==> src/rtl/resq_pkg.sv <==
package resq_pkg;
    localparam int SLOT_W = 8;
    localparam int PAY_W  = 16;

    typedef logic [SLOT_W-1:0] slot_t;

    typedef struct packed {
        logic [PAY_W-1:0] payload;
        slot_t            stamp;
    } cell_t;

    // elapsed slots from stamp to now, modulo the counter width
    function automatic slot_t slot_age(slot_t now, slot_t ts);
        return now - ts;
    endfunction

    // a was stamped strictly before b (window of half the counter range)
    function automatic logic slot_before(slot_t a, slot_t b);
        slot_t d;
        d = a - b;
        return d[SLOT_W-1];
    endfunction
endpackage

==> src/rtl/resq_fifo.sv <==
module resq_fifo
    import resq_pkg::*;
#(
    parameter int DEPTH = 4
) (
    input  logic  clk,
    input  logic  rst,
    input  logic  wr_en,
    input  cell_t wr_cell,
    input  logic  rd_en,
    output cell_t head,
    output logic  nonempty,
    output logic  full
);
    localparam int PW = (DEPTH > 1) ? $clog2(DEPTH) : 1;
    localparam int CW = $clog2(DEPTH + 1);
    localparam logic [PW-1:0] LAST = PW'(DEPTH - 1);
    localparam logic [CW-1:0] CAP  = CW'(DEPTH);

    cell_t         mem [DEPTH];
    logic [PW-1:0] rp, wp;
    logic [CW-1:0] cnt;
    logic          do_rd, do_wr;

    assign do_rd = rd_en && (cnt != '0);
    assign do_wr = wr_en && ((cnt != CAP) || do_rd);

    always_ff @(posedge clk) begin
        if (rst) begin
            rp  <= '0;
            wp  <= '0;
            cnt <= '0;
        end else begin
            if (do_wr) wp <= (wp == LAST) ? '0 : wp + 1'b1;
            if (do_rd) rp <= (rp == LAST) ? '0 : rp + 1'b1;
            cnt <= cnt + CW'(do_wr) - CW'(do_rd);
        end
    end

    always_ff @(posedge clk) begin
        if (do_wr) mem[wp] <= wr_cell;
    end

    assign head     = mem[rp];
    assign nonempty = (cnt != '0);
    assign full     = (cnt == CAP);

    AST_WITHIN_CAP: assert property (@(posedge clk) disable iff (rst)
        cnt <= CAP);
    AST_NO_EMPTY_POP: assert property (@(posedge clk) disable iff (rst)
        rd_en |-> (cnt != '0));
endmodule

==> src/rtl/resq_pick.sv <==
module resq_pick
    import resq_pkg::*;
#(
    parameter int LAYERS = 4
) (
    input  logic [LAYERS-1:0] ready,
    input  slot_t             stamps [LAYERS],
    output logic [LAYERS-1:0] grant,
    output logic              any
);
    slot_t best;

    // strict comparison keeps the lowest index on equal stamps
    always_comb begin
        grant = '0;
        any   = 1'b0;
        best  = '0;
        for (int i = 0; i < LAYERS; i++) begin
            if (ready[i] && (!any || slot_before(stamps[i], best))) begin
                grant    = '0;
                grant[i] = 1'b1;
                any      = 1'b1;
                best     = stamps[i];
            end
        end
    end
endmodule

==> src/rtl/resq_mux.sv <==
module resq_mux
    import resq_pkg::*;
#(
    parameter int LAYERS     = 4,
    parameter int FIFO_DEPTH = 4,
    parameter int HOLD_LAT   = 8
) (
    input  logic                     clk,
    input  logic                     rst,
    input  logic [SLOT_W-1:0]        cur_slot,
    input  logic [LAYERS-1:0]        in_valid,
    input  logic [LAYERS*PAY_W-1:0]  in_data,
    input  logic [LAYERS*SLOT_W-1:0] in_ts,
    output logic                     out_valid,
    output logic [PAY_W-1:0]         out_data,
    output logic [SLOT_W-1:0]        out_ts,
    output logic [LAYERS-1:0]        ovf
);
    localparam slot_t HOLD_V = SLOT_W'(HOLD_LAT);

    cell_t             heads  [LAYERS];
    slot_t             stamps [LAYERS];
    logic [LAYERS-1:0] nonempty, full, ready, grant, drop;
    logic              any;
    cell_t             sel;

    for (genvar g = 0; g < LAYERS; g++) begin : g_lane
        localparam logic [LAYERS-1:0] LOWER = LAYERS'((1 << g) - 1);
        cell_t incell;

        assign incell.payload = in_data[g*PAY_W +: PAY_W];
        assign incell.stamp   = in_ts[g*SLOT_W +: SLOT_W];

        resq_fifo #(.DEPTH(FIFO_DEPTH)) u_fifo (
            .clk      (clk),
            .rst      (rst),
            .wr_en    (in_valid[g]),
            .wr_cell  (incell),
            .rd_en    (grant[g]),
            .head     (heads[g]),
            .nonempty (nonempty[g]),
            .full     (full[g])
        );

        assign stamps[g] = heads[g].stamp;
        assign ready[g]  = nonempty[g] && (slot_age(cur_slot, heads[g].stamp) >= HOLD_V);
        assign drop[g]   = in_valid[g] && full[g] && !grant[g];

        AST_OLDEST_WINS: assert property (@(posedge clk) disable iff (rst)
            (any && ready[g]) |-> !slot_before(stamps[g], sel.stamp));
        AST_TIE_LOW_INDEX: assert property (@(posedge clk) disable iff (rst)
            (any && ready[g] && stamps[g] == sel.stamp) |-> (grant[g] || (grant & LOWER) != '0));
        AST_DROP_CAUSE: assert property (@(posedge clk) disable iff (rst)
            ovf[g] |-> $past(in_valid[g] && !grant[g]));
    end

    resq_pick #(.LAYERS(LAYERS)) u_pick (
        .ready  (ready),
        .stamps (stamps),
        .grant  (grant),
        .any    (any)
    );

    always_comb begin
        sel = '0;
        for (int i = 0; i < LAYERS; i++) begin
            if (grant[i]) sel = heads[i];
        end
    end

    always_ff @(posedge clk) begin
        if (rst) begin
            out_valid <= 1'b0;
            out_data  <= '0;
            out_ts    <= '0;
            ovf       <= '0;
        end else begin
            out_valid <= any;
            ovf       <= drop;
            if (any) begin
                out_data <= sel.payload;
                out_ts   <= sel.stamp;
            end
        end
    end

    AST_RELEASE_AGED: assert property (@(posedge clk) disable iff (rst)
        out_valid |-> (slot_age($past(cur_slot), out_ts) >= HOLD_V));
    AST_SINGLE_GRANT: assert property (@(posedge clk) disable iff (rst)
        $countones(grant) <= 1);
endmodule

==> config.mk <==
export PLATFORM = sky130hd
export DESIGN_NAME = resq_mux
export DESIGN_NICKNAME = d
export VERILOG_FILES = /design/src/rtl/resq_pkg.sv /design/src/rtl/resq_fifo.sv /design/src/rtl/resq_pick.sv /design/src/rtl/resq_mux.sv
export SDC_FILE = /design/constraint.sdc
export NUM_CORES = 1
export LEC_CHECK = 0
export BUFFER_PORTS_ARGS = -buffer_cell sky130_fd_sc_hd__buf_4
export CAP_MARGIN = 20
export CORE_AREA = 3 3 151 226
export CTS_CLUSTER_SIZE = 40
export DETAILED_ROUTE_END_ITERATION = 8
export DIE_AREA = 0 0 154 229
export PLACE_DENSITY = 0.79
export SYNTH_ARGS = -nofsm -noshare
export SYNTH_HDL_FRONTEND = slang
export SYNTH_SLANG_ARGS = --single-unit
export TNS_END_PERCENT = 5
==> constraint.sdc <==
create_clock -name clk -period 20.2 [get_ports clk]
set_clock_uncertainty 0.1 [all_clocks]
set_input_delay 4.04 -clock clk [delete_from_list [all_inputs] [get_ports clk]]
set_output_delay 4.04 -clock clk [all_outputs]
set_load 0.02 [all_outputs]
==> results.md <==
- Worst setup margin: 5265 ps
- Clock tree from TritonCTS: yes
- Peak VDD IR: 0.0001256 V
- Number of flops mapped to enable cells by yosys: 384
- Detailed Route WL: 42.16 mm
- Total CTS buffers: 41
- I/O Buffers: 138
- CP startpoint kind: input pin
- Syn_nets: 1,407
- H-tree levels: 2
- CP peak stage delay: 810 ps
- RSZ-0062 raised after global routing: false
- Via count: 11,200
- Commonest cells after routing, fill and taps aside: edfxtp_1, buf_4, mux4_2, nor2_1, ha_1
- DPL Wire Length: 29.62 mm
- Clk slew on worst S/H paths: 60 ps
- CP Class: in2reg
- Setup TNS: 0 ps
- Worst-margin pin slew: 984.8 ps
- Core outline area: 0.03253 mm2
- GR Util All Layers: 23.99%
- Routed vias/inst: 6.151
- Commonest non-fill, non-tap cell in the layout: edfxtp_1
- Top_reg_cell synth: edfxtp_1
- WL/cell: 23.15 um
- Placed cells: 1,745
- Seq/Total Area, Yosys: 65.74%
- Crit-path max FO: 40
- Max Fclk: 66.96 MHz
- Crit path time final: 14,930 ps
- Die X: 154 um
- Worst Setup End Kind: flip-flop
- Fill cells: 2,059
- Hold crit path type: reg2reg
- Starting Density: 60.01%
- Diode count: 0
- Status: finished clean
- Sequential Area: 0.01283 mm2
- PD cells: 171.2 mW/mm2
- Area occupied by multi-input gates: 0.006261 mm2
- Reg2reg setup slack: 7480 ps
- GPL Wtd Cong: 0.8672
- First-pass GRT wire length: 65.21 mm
- # IOs: 139
- Hold Path Stages: 2
- Relative slew slack: 34.35%
- Initial DRT Pass Iterations: 5
- # Post-CTS Setup Buffers: 0
- Synth Instances: 1,217
- Largest net degree at the start of global routing: 65
- Hold Buf Count CTS: 0
- Antenna Nets Post-Route: 0
- Pre-CTS setup slack: 4967 ps
- Max_cap viols: 0
- Clk sink count: 449
- YS warnings: 0
- PostCTS Resize Cnt: 0
- Worst skew pair latency: 550 ps
- Unique masters post-synth: 71
- Seq cells post-synth: 449
- Reg-to-Reg End: g_lane[3].u_fifo.cnt[2]
- Vias in the first global route: 11,580
- Crit-path most repeated cell: ha_1
- Share of layout cells above drive strength 1: 24.68%
- Hold Startpoint: g_lane[3].u_fifo.rp[1]
- Slowest CP cell: o31a_1
- Rows: 81
- Full die area: 0.03527 mm2
- Initial antenna violation count: 1
- Detailed-route DRC error count: 0
- Starting DRC count in detailed routing: 971
- Die H: 229 um
- Worst Path Arrival: 15,230 ps
- Reg2Reg Depth: 46
- P&R area growth vs syn: 15.47%
- Finished Layout Cells: 1,821
- Critical path data required time: 20,490 ps
- Final Setup Violations: 0
- Leak: 0.008097 uW
- FFs w/ async S/R, synth: 0%
- Fin nets: 1,564
- Fin crit share: 73.93%
- Total grt overflow: 0
- Pins over their slew limit: 0
- Area of the mapped netlist: 0.01952 mm2
- Final hold vios: 0
- Mean Syn Cell Area: 16.04 um2
- Clock Tree Buf Depth: 3
- Clk root buf: clkbuf_16
-- synth_stat cells (4+ instances only) --
cell	n	area [um2]
nor2_1	84	315.3
a22oi_1	13	97.59
a211o_1	14	122.6
xnor2_1	19	166.4
fa_1	8	160.2
and2_1	18	112.6
inv_1	59	221.5
o21ai_0	29	145.1
nand2b_1	10	62.56
o21a_1	5	37.54
nand2_1	55	206.5
nor2b_1	11	68.82
buf_1	9	33.78
a311oi_1	12	105.1
and3_1	6	37.54
buf_2	7	35.03
a21o_1	11	82.58
o211ai_1	4	30.03
dfxtp_1	65	1301
a211oi_1	4	30.03
nor3_1	10	50.05
clkbuf_1	34	127.6
edfxtp_1	384	11530
ha_1	72	900.9
or3_1	7	43.79
a31oi_1	6	37.54
mux2i_1	31	310.3
xor2_1	10	87.58
o22ai_1	4	25.02
a21oi_1	55	275.3
mux4_2	96	2162
nand4_1	5	31.28
-- critical path: cells and delay by family --
kind                       cells  cell delay, ps
xor gates and xnor gates       3             530
AOI/OAI and AO/OA             16            5290
adders and majority gates      7            2100
buffers and inverters          6            1200
and+or+nand+nor               12            2050
-- per-stage QoR --
step | power [uW] | instance area [um2] | util [%] | hold WS, ps
detailed placement | 3015 | 21070 | 64.77 | 379.3
CTS | 3861 | 22540 | 69.27 | 387.8
floorplan | 2535 | 19520 | - | 354.1
global placement | 2961 | 21070 | 64.77 | 366.1
finish | 3859 | 22540 | 69.29 | 388.4
global route | 4074 | 22540 | 69.29 | 417.5
-- registers in the layout (all words and copies together) (netlist names), named ones only --
name and flops:
g_lane.u_fifo.cnt 12, g_lane.u_fifo.mem 384, g_lane.u_fifo.rp 8, g_lane.u_fifo.wp 8
out_data 16, out_ts 8, out_valid 1, ovf 4
-- power breakdown --
group,internal [uW],switching (uW)
logic,701,1090
clock network,497,333
registers,1180,63.9
-- worst max path at each step --
| stage | startpoint | slack, ps | to | cells after the start |
|---|---|---|---|---|
| floorplan | cur_slot[2] | 6480 | g_lane[3].u_fifo.cnt[2] | 48 |
| global placement | cur_slot[2] | 5400 | g_lane[3].u_fifo.cnt[2] | 45 |
| detailed placement | cur_slot[2] | 4970 | g_lane[3].u_fifo.cnt[2] | 45 |
| CTS | cur_slot[2] | 5500 | g_lane[3].u_fifo.cnt[2] | 45 |
| global route | cur_slot[3] | 4140 | g_lane[3].u_fifo.cnt[2] | 44 |
| finish | cur_slot[2] | 5270 | g_lane[3].u_fifo.cnt[2] | 44 |
-- layer usage --
metal,GRT usage (%),share of wire (%),vias to the layer above
met5,0,0.031,-
met4,8.561,3.4,2
met3,3.346,6.4,90
met2,41.59,53,449
met1,31.18,37,5628
li1,-,-,5032
-- area by class of cell --
| type | count | share of cell area [%] |
|---|---|---|
| clock buffer | 54 | 5.134 |
| clock inverter | 21 | 1.371 |
| inverter | 60 | 0.9991 |
| tap | 415 | 2.304 |
| multi-input combinational | 657 | 27.78 |
| timing repair buffer | 165 | 5.484 |
| sequential | 449 | 56.93 |
-- cell families after synthesis --
kind of cell    count (synthesis)  share of synthesized area, %
flops                         449                         65.74
simple gates                  227                         5.743
compound gates                192                         6.768
mux                           129                         12.80
buf+inv                       111                         2.218
fa+ha+maj                      80                         5.435
xor+xnor                       29                         1.301
Note: power is estimated with default switching activity, not from simulation.
